## src/rtl/bps_pkg.sv

```systemverilog
package bps_pkg;

    localparam logic [7:0] CMD_READ   = 8'h00;
    localparam logic [7:0] CMD_SETUP  = 8'h40;
    localparam logic [7:0] CMD_VERIFY = 8'hC0;

    typedef enum logic [2:0] {
        ST_IDLE,
        ST_SETUP,
        ST_LOAD,
        ST_PULSE,
        ST_VCMD,
        ST_VWAIT,
        ST_VREAD,
        ST_EXIT
    } st_e;

    typedef struct packed {
        logic       req;
        logic       we;
        logic [7:0] wdata;
    } bus_op_t;

    // Bus cycle presented in each state; the payload byte is used by the load write.
    function automatic bus_op_t op_for(st_e s, logic [7:0] payload);
        bus_op_t op;
        op = '{req: 1'b0, we: 1'b1, wdata: 8'h00};
        case (s)
            ST_SETUP: op = '{req: 1'b1, we: 1'b1, wdata: CMD_SETUP};
            ST_LOAD:  op = '{req: 1'b1, we: 1'b1, wdata: payload};
            ST_VCMD:  op = '{req: 1'b1, we: 1'b1, wdata: CMD_VERIFY};
            ST_VREAD: op = '{req: 1'b1, we: 1'b0, wdata: 8'h00};
            ST_EXIT:  op = '{req: 1'b1, we: 1'b1, wdata: CMD_READ};
            default:  op = '{req: 1'b0, we: 1'b1, wdata: 8'h00};
        endcase
        return op;
    endfunction

endpackage

```

## src/rtl/bps_wait_tmr.sv

```systemverilog
module bps_wait_tmr #(
    parameter int W = 8
) (
    input  logic         clk,
    input  logic         rst,
    input  logic         load,
    input  logic [W-1:0] load_val,
    output logic         expired
);
    logic [W-1:0] remain;

    always_ff @(posedge clk) begin
        if (rst)
            remain <= '0;
        else if (load)
            remain <= load_val;
        else if (remain != '0)
            remain <= remain - 1'b1;
    end

    assign expired = (remain == '0);
endmodule

```

## src/rtl/bps_pulse_ctr.sv

```systemverilog
module bps_pulse_ctr #(
    parameter int MAX_PULSES = 25,
    parameter int W          = 5
) (
    input  logic         clk,
    input  logic         rst,
    input  logic         clr,
    input  logic         inc,
    output logic [W-1:0] count,
    output logic         at_max
);
    localparam logic [W-1:0] LIMIT = W'(MAX_PULSES);

    always_ff @(posedge clk) begin
        if (rst || clr)
            count <= '0;
        else if (inc && count != LIMIT)
            count <= count + 1'b1;
    end

    assign at_max = (count == LIMIT);
endmodule

```

## src/rtl/byte_prog_seq.sv

```systemverilog
module byte_prog_seq
    import bps_pkg::*;
#(
    parameter int AW         = 17,
    parameter int PULSE_CYC  = 1250,
    parameter int VERIFY_CYC = 750,
    parameter int MAX_PULSES = 25
) (
    input  logic          clk,
    input  logic          rst,
    input  logic          start,
    input  logic [AW-1:0] req_addr,
    input  logic [7:0]    req_data,
    input  logic [AW-1:0] req_span,
    output logic          busy,
    output logic          done,
    output logic          pass,
    output logic          hv_en,
    output logic          bus_req,
    output logic          bus_we,
    output logic [AW-1:0] bus_addr,
    output logic [7:0]    bus_wdata,
    input  logic          bus_ack,
    input  logic [7:0]    bus_rdata
);
    localparam int WAIT_MAX = (PULSE_CYC > VERIFY_CYC) ? PULSE_CYC : VERIFY_CYC;
    localparam int TW       = $clog2(WAIT_MAX + 1);
    localparam int CW       = $clog2(MAX_PULSES + 1);
    localparam logic [TW-1:0] PULSE_T  = TW'(PULSE_CYC);
    localparam logic [TW-1:0] VERIFY_T = TW'(VERIFY_CYC);

    st_e           state;
    logic [AW-1:0] cur_addr;
    logic [AW-1:0] last_addr;
    logic [7:0]    want;
    logic          run_ok;
    bus_op_t       op;

    logic          tmr_load;
    logic [TW-1:0] tmr_val;
    logic          tmr_done;
    logic          cnt_clr;
    logic          cnt_inc;
    logic [CW-1:0] pulse_cnt;
    logic          pulse_at_max;
    logic          read_hit;
    logic          read_match;

    assign op        = op_for(state, want);
    assign bus_req   = op.req;
    assign bus_we    = op.we;
    assign bus_wdata = op.wdata;
    assign bus_addr  = cur_addr;
    assign busy      = (state != ST_IDLE);

    assign read_hit   = (state == ST_VREAD) && bus_ack;
    assign read_match = (bus_rdata == want);

    assign tmr_load = bus_ack && (state == ST_LOAD || state == ST_VCMD);
    assign tmr_val  = (state == ST_LOAD) ? PULSE_T : VERIFY_T;
    assign cnt_inc  = bus_ack && (state == ST_LOAD);
    assign cnt_clr  = ((state == ST_IDLE) && start) || (read_hit && read_match);

    bps_wait_tmr #(.W(TW)) u_tmr (
        .clk      (clk),
        .rst      (rst),
        .load     (tmr_load),
        .load_val (tmr_val),
        .expired  (tmr_done)
    );

    bps_pulse_ctr #(.MAX_PULSES(MAX_PULSES), .W(CW)) u_ctr (
        .clk    (clk),
        .rst    (rst),
        .clr    (cnt_clr),
        .inc    (cnt_inc),
        .count  (pulse_cnt),
        .at_max (pulse_at_max)
    );

    always_ff @(posedge clk) begin
        if (rst) begin
            state     <= ST_IDLE;
            cur_addr  <= '0;
            last_addr <= '0;
            want      <= '0;
            run_ok    <= 1'b0;
            hv_en     <= 1'b0;
            done      <= 1'b0;
            pass      <= 1'b0;
        end else begin
            done <= 1'b0;
            case (state)
                ST_IDLE: if (start) begin
                    cur_addr  <= req_addr;
                    last_addr <= req_addr + req_span;
                    want      <= req_data;
                    run_ok    <= 1'b1;
                    pass      <= 1'b0;
                    hv_en     <= 1'b1;
                    state     <= ST_SETUP;
                end
                ST_SETUP: if (bus_ack) state <= ST_LOAD;
                ST_LOAD:  if (bus_ack) state <= ST_PULSE;
                ST_PULSE: if (tmr_done) state <= ST_VCMD;
                ST_VCMD:  if (bus_ack) state <= ST_VWAIT;
                ST_VWAIT: if (tmr_done) state <= ST_VREAD;
                ST_VREAD: if (bus_ack) begin
                    if (read_match) begin
                        if (cur_addr == last_addr) begin
                            state <= ST_EXIT;
                        end else begin
                            cur_addr <= cur_addr + 1'b1;
                            state    <= ST_SETUP;
                        end
                    end else if (pulse_at_max) begin
                        run_ok <= 1'b0;
                        state  <= ST_EXIT;
                    end else begin
                        state <= ST_SETUP;
                    end
                end
                ST_EXIT: if (bus_ack) begin
                    hv_en <= 1'b0;
                    done  <= 1'b1;
                    pass  <= run_ok;
                    state <= ST_IDLE;
                end
                default: state <= ST_IDLE;
            endcase
        end
    end
endmodule

```

## config.mk

```make
export PLATFORM = sky130hd
export DESIGN_NAME = byte_prog_seq
export DESIGN_NICKNAME = d
export VERILOG_FILES = /design/src/rtl/bps_pkg.sv /design/src/rtl/bps_wait_tmr.sv /design/src/rtl/bps_pulse_ctr.sv /design/src/rtl/byte_prog_seq.sv
export SDC_FILE = /design/constraint.sdc
export NUM_CORES = 1
export LEC_CHECK = 0
export ABC_AREA = 1
export BUFFER_PORTS_ARGS = -buffer_cell sky130_fd_sc_hd__buf_2
export CORE_UTILIZATION = 40
export CTS_BUF_LIST = sky130_fd_sc_hd__clkbuf_16
export DETAILED_ROUTE_END_ITERATION = 12
export GPL_ROUTABILITY_DRIVEN = 0
export GPL_TIMING_DRIVEN = 0
export HOLD_SLACK_MARGIN = 0.12
export PLACE_DENSITY_LB_ADDON = 0.05
export SETUP_SLACK_MARGIN = 0.2
export SLEW_MARGIN = 20
export SYNTH_ARGS = -nofsm -noshare
export SYNTH_HDL_FRONTEND = slang
export SYNTH_SLANG_ARGS = --single-unit
```

## constraint.sdc

```tcl
create_clock -name clk -period 1.9 [get_ports clk]
set_clock_uncertainty 0.05 [all_clocks]
set_input_delay 0.38 -clock clk [delete_from_list [all_inputs] [get_ports clk]]
set_output_delay 0.38 -clock clk [all_outputs]
set_load 0.01 [all_outputs]
```

==> flow_summary.ini <==
[outcome]
outcome = completed

[die]
initial_utilization_pct = 40.9
die_h_um = 110
coreArea_um2 = 11400
dieWidth_um = 110
die_area_um2 = 12100
boundaryPins = 85
row_count = 39

[final_layout]
syn_to_final_growth_pct = 44.6
final_cells = 1039
utilization_pct = 59.2
diodes = 0
drive_gt1_share_pct = 36.9
fin_nets = 968

[synthesis]
synth_edf_count = 0
synth_fp_nets = 809
yosysTopAreaCell = dfxtp_1
synthTopCellsByArea = dfxtp_1, nand2_1, inv_1, a21oi_1, nand3_1
syn_avg_cell_area_um2 = 6.36
yosysWarnings = 0
synth_seq_cells = 65
ys_async_sr_fraction_pct = 0
synthFlopType = dfxtp_1
netlist_instances = 732
synth_area_um2 = 4650
ys_seq_area_share_pct = 28.0
yosysTopAreaCellShare_pct = 28.0
synth_cell_types = 47

[detailed_routing]
drt_pass1_iterations = 5
wl_met3_um = 504
drtIter0Drc = 302
routed_wl_um = 15000
wl_met1_um = 6670
met2_length_um = 7540
viasPerCell = 5.06
detail-route-antenna-nets = 0
top_layer_used = met4
drc = 0
vias = 5261
wl_per_cell_um = 14.5

[power]
combinationalPowerShare_pct = 58.7
p_switching_mw = 4.11
peakVddDrop_v = 0.000739
p_per_area_nw_per_um2 = 1430
power.leakage_nw = 3.23
swShare_pct = 42.7
clock_power_share_pct = 16.6
p_int_mw = 5.51
power_frac_seq_pct = 24.7

[timing]
fmaxAchievable_mhz = 532
max_slew_margin_pct = 46.2
slew_viol_final = 0
worstMarginPinSlew_ns = 0.807
period_minus_slack_ns = 1.88
hold_violations = 0
rsz0062_at_grt = true
finalCritPeriodShare_pct = 98.9
whs_ns = 0.280
final-setup-viol-count = 0

[setup_path]
crit_path_end_kind = output port
cp_max_fo = 4
worst-setup-path-type = reg2out
critical_path.startpoint = state[0]
start_kind = flip-flop
arrival_ns = 1.45
reg2reg_slack_ns = 0.05
crit_required_ns = 1.47
reg2reg_from = want[3]

[clock_tree]
cts-root-buf = clkbuf_16
clock_path_buffers = 2
cts_tree = built
cts_sinks = 65
cts_hold_buffers = 0
insertion_delay_ns = 0.34
htree_levels = 3
clk_pin_slew_ns = 0.05
cts_buffers = 9

[min_path]
hold_class = in2reg
min-delay-start = req_data[2]

[place]
portBuffers = 84
dp_cells = 959
hpwlAfterDp_um = 10700

[global_routing]
grt_pass1_wl_um = 22900
overflow = 0
antenna_found_initial = 0
grt_pass1_vias = 4748
grt_usage_pct = 25.0
grt_max_degree = 11

[flow_run]
drv_cap = 0
## Yosys cell counts (all sizes together), types with 5 or more instances
library cell and n:
a21oi 68, buf 8, clkbuf 10, dfxtp 65, ha 21, inv 103
nand2 203, nand3 56, nand4 14, nor2 70, nor3 15, o21ai 49
or2 5, xnor2 10, xor2 6
## final timing paths
path,to,cells past startpoint
hold reg to reg,u_tmr.remain[0],1
setup / recovery,bus_wdata[6],7
setup reg to reg,bus_addr[3],12
hold / removal,want[2],3
## flip-flops by register name, indices dropped and copies added, names as in the netlist
| register | flops |
|---|---|
| bus_addr | 17 |
| done | 1 |
| hv_en | 1 |
| last_addr | 17 |
| pass | 1 |
| run_ok | 1 |
| state | 3 |
| u_ctr.count | 5 |
| u_tmr.remain | 11 |
| want | 8 |
## worst max-delay path: stages, from the launching register on
cell     delay (ns)
dfxtp_2        0.35
inv_4          0.04
fa_2           0.33
inv_2          0.06
nand2_2        0.07
o21ai_1        0.08
inv_1          0.05
buf_2          0.13
## stage by stage
| stage | setup slack, ns | instance area [µm²] | power, mW | setup TNS (ns) |
|---|---|---|---|---|
| after floorplan | 0.0786 | 4700 | 4.97 | 0 |
| after global placement | -0.367 | 5300 | 6.04 | -3.09 |
| after detailed placement | -0.347 | 5300 | 6.09 | -3.49 |
| after CTS | 0.0332 | 6290 | 8.90 | 0 |
| after global routing | -0.0644 | 6730 | 10.3 | -0.464 |
| final | 0.0201 | 6730 | 9.63 | 0 |
## power by group through the flow
stage	logic (mW)	registers, mW	clock network [mW]
after global routing	6.17	2.44	1.70
after detailed placement	3.75	2.34	0
after global placement	3.71	2.33	0
after CTS	4.93	2.35	1.62
final	5.65	2.38	1.60
after floorplan	2.68	2.29	0
## routing by layer
metal | vias up | track usage (%)
met5 | - | 0
met4 | 0 | 9.81
met3 | 23 | 2.90
met2 | 123 | 45.2
met1 | 2409 | 30.0
li1 | 2706 | -
## cell usage in the layout, fill, tap and decap left out, types with 13 or more instances in the layout
master / count
dfxtp_1: 43
buf_4: 50
nand3_1: 36
nand2_1: 171
nor2_4: 14
nand3_2: 18
a21oi_1: 55
inv_1: 86
nor2_2: 20
buf_6: 23
nand4_1: 14
o21ai_0: 37
buf_2: 76
nand2_2: 22
inv_2: 16
nor3_1: 13
ha_1: 19
nor2_1: 36
## area by class of cell
type	count	area [µm²]
sequential	65	1350
clock inverter	7	55.1
clock buffer	9	225
multi-input combinational	545	3300
timing repair buffer	148	1080
fill	1107	4640
buffer	18	143
inverter	104	400
tap	143	179
## cell families (layout without fill, tap and decap cells)
kind of cell / count (synthesis) / after routing / synth area share, %
fa+ha+maj: 23 / 23 / 6.51
mux: 1 / 1 / 0.242
simple gates: 368 / 368 / 35.2
buf+inv: 122 / 286 / 10.4
flops: 65 / 65 / 28.0
xor+xnor: 16 / 16 / 3.01
compound gates: 137 / 137 / 16.7
## timing repair
item / CTS / global route
pin swaps: 39 / 34
setup endpoints to repair: 66 / 64
resized for setup: 105 / 83
gates cloned: 2 / 0
setup buffers: 45 / 17
(Power assumes the default switching activity.)
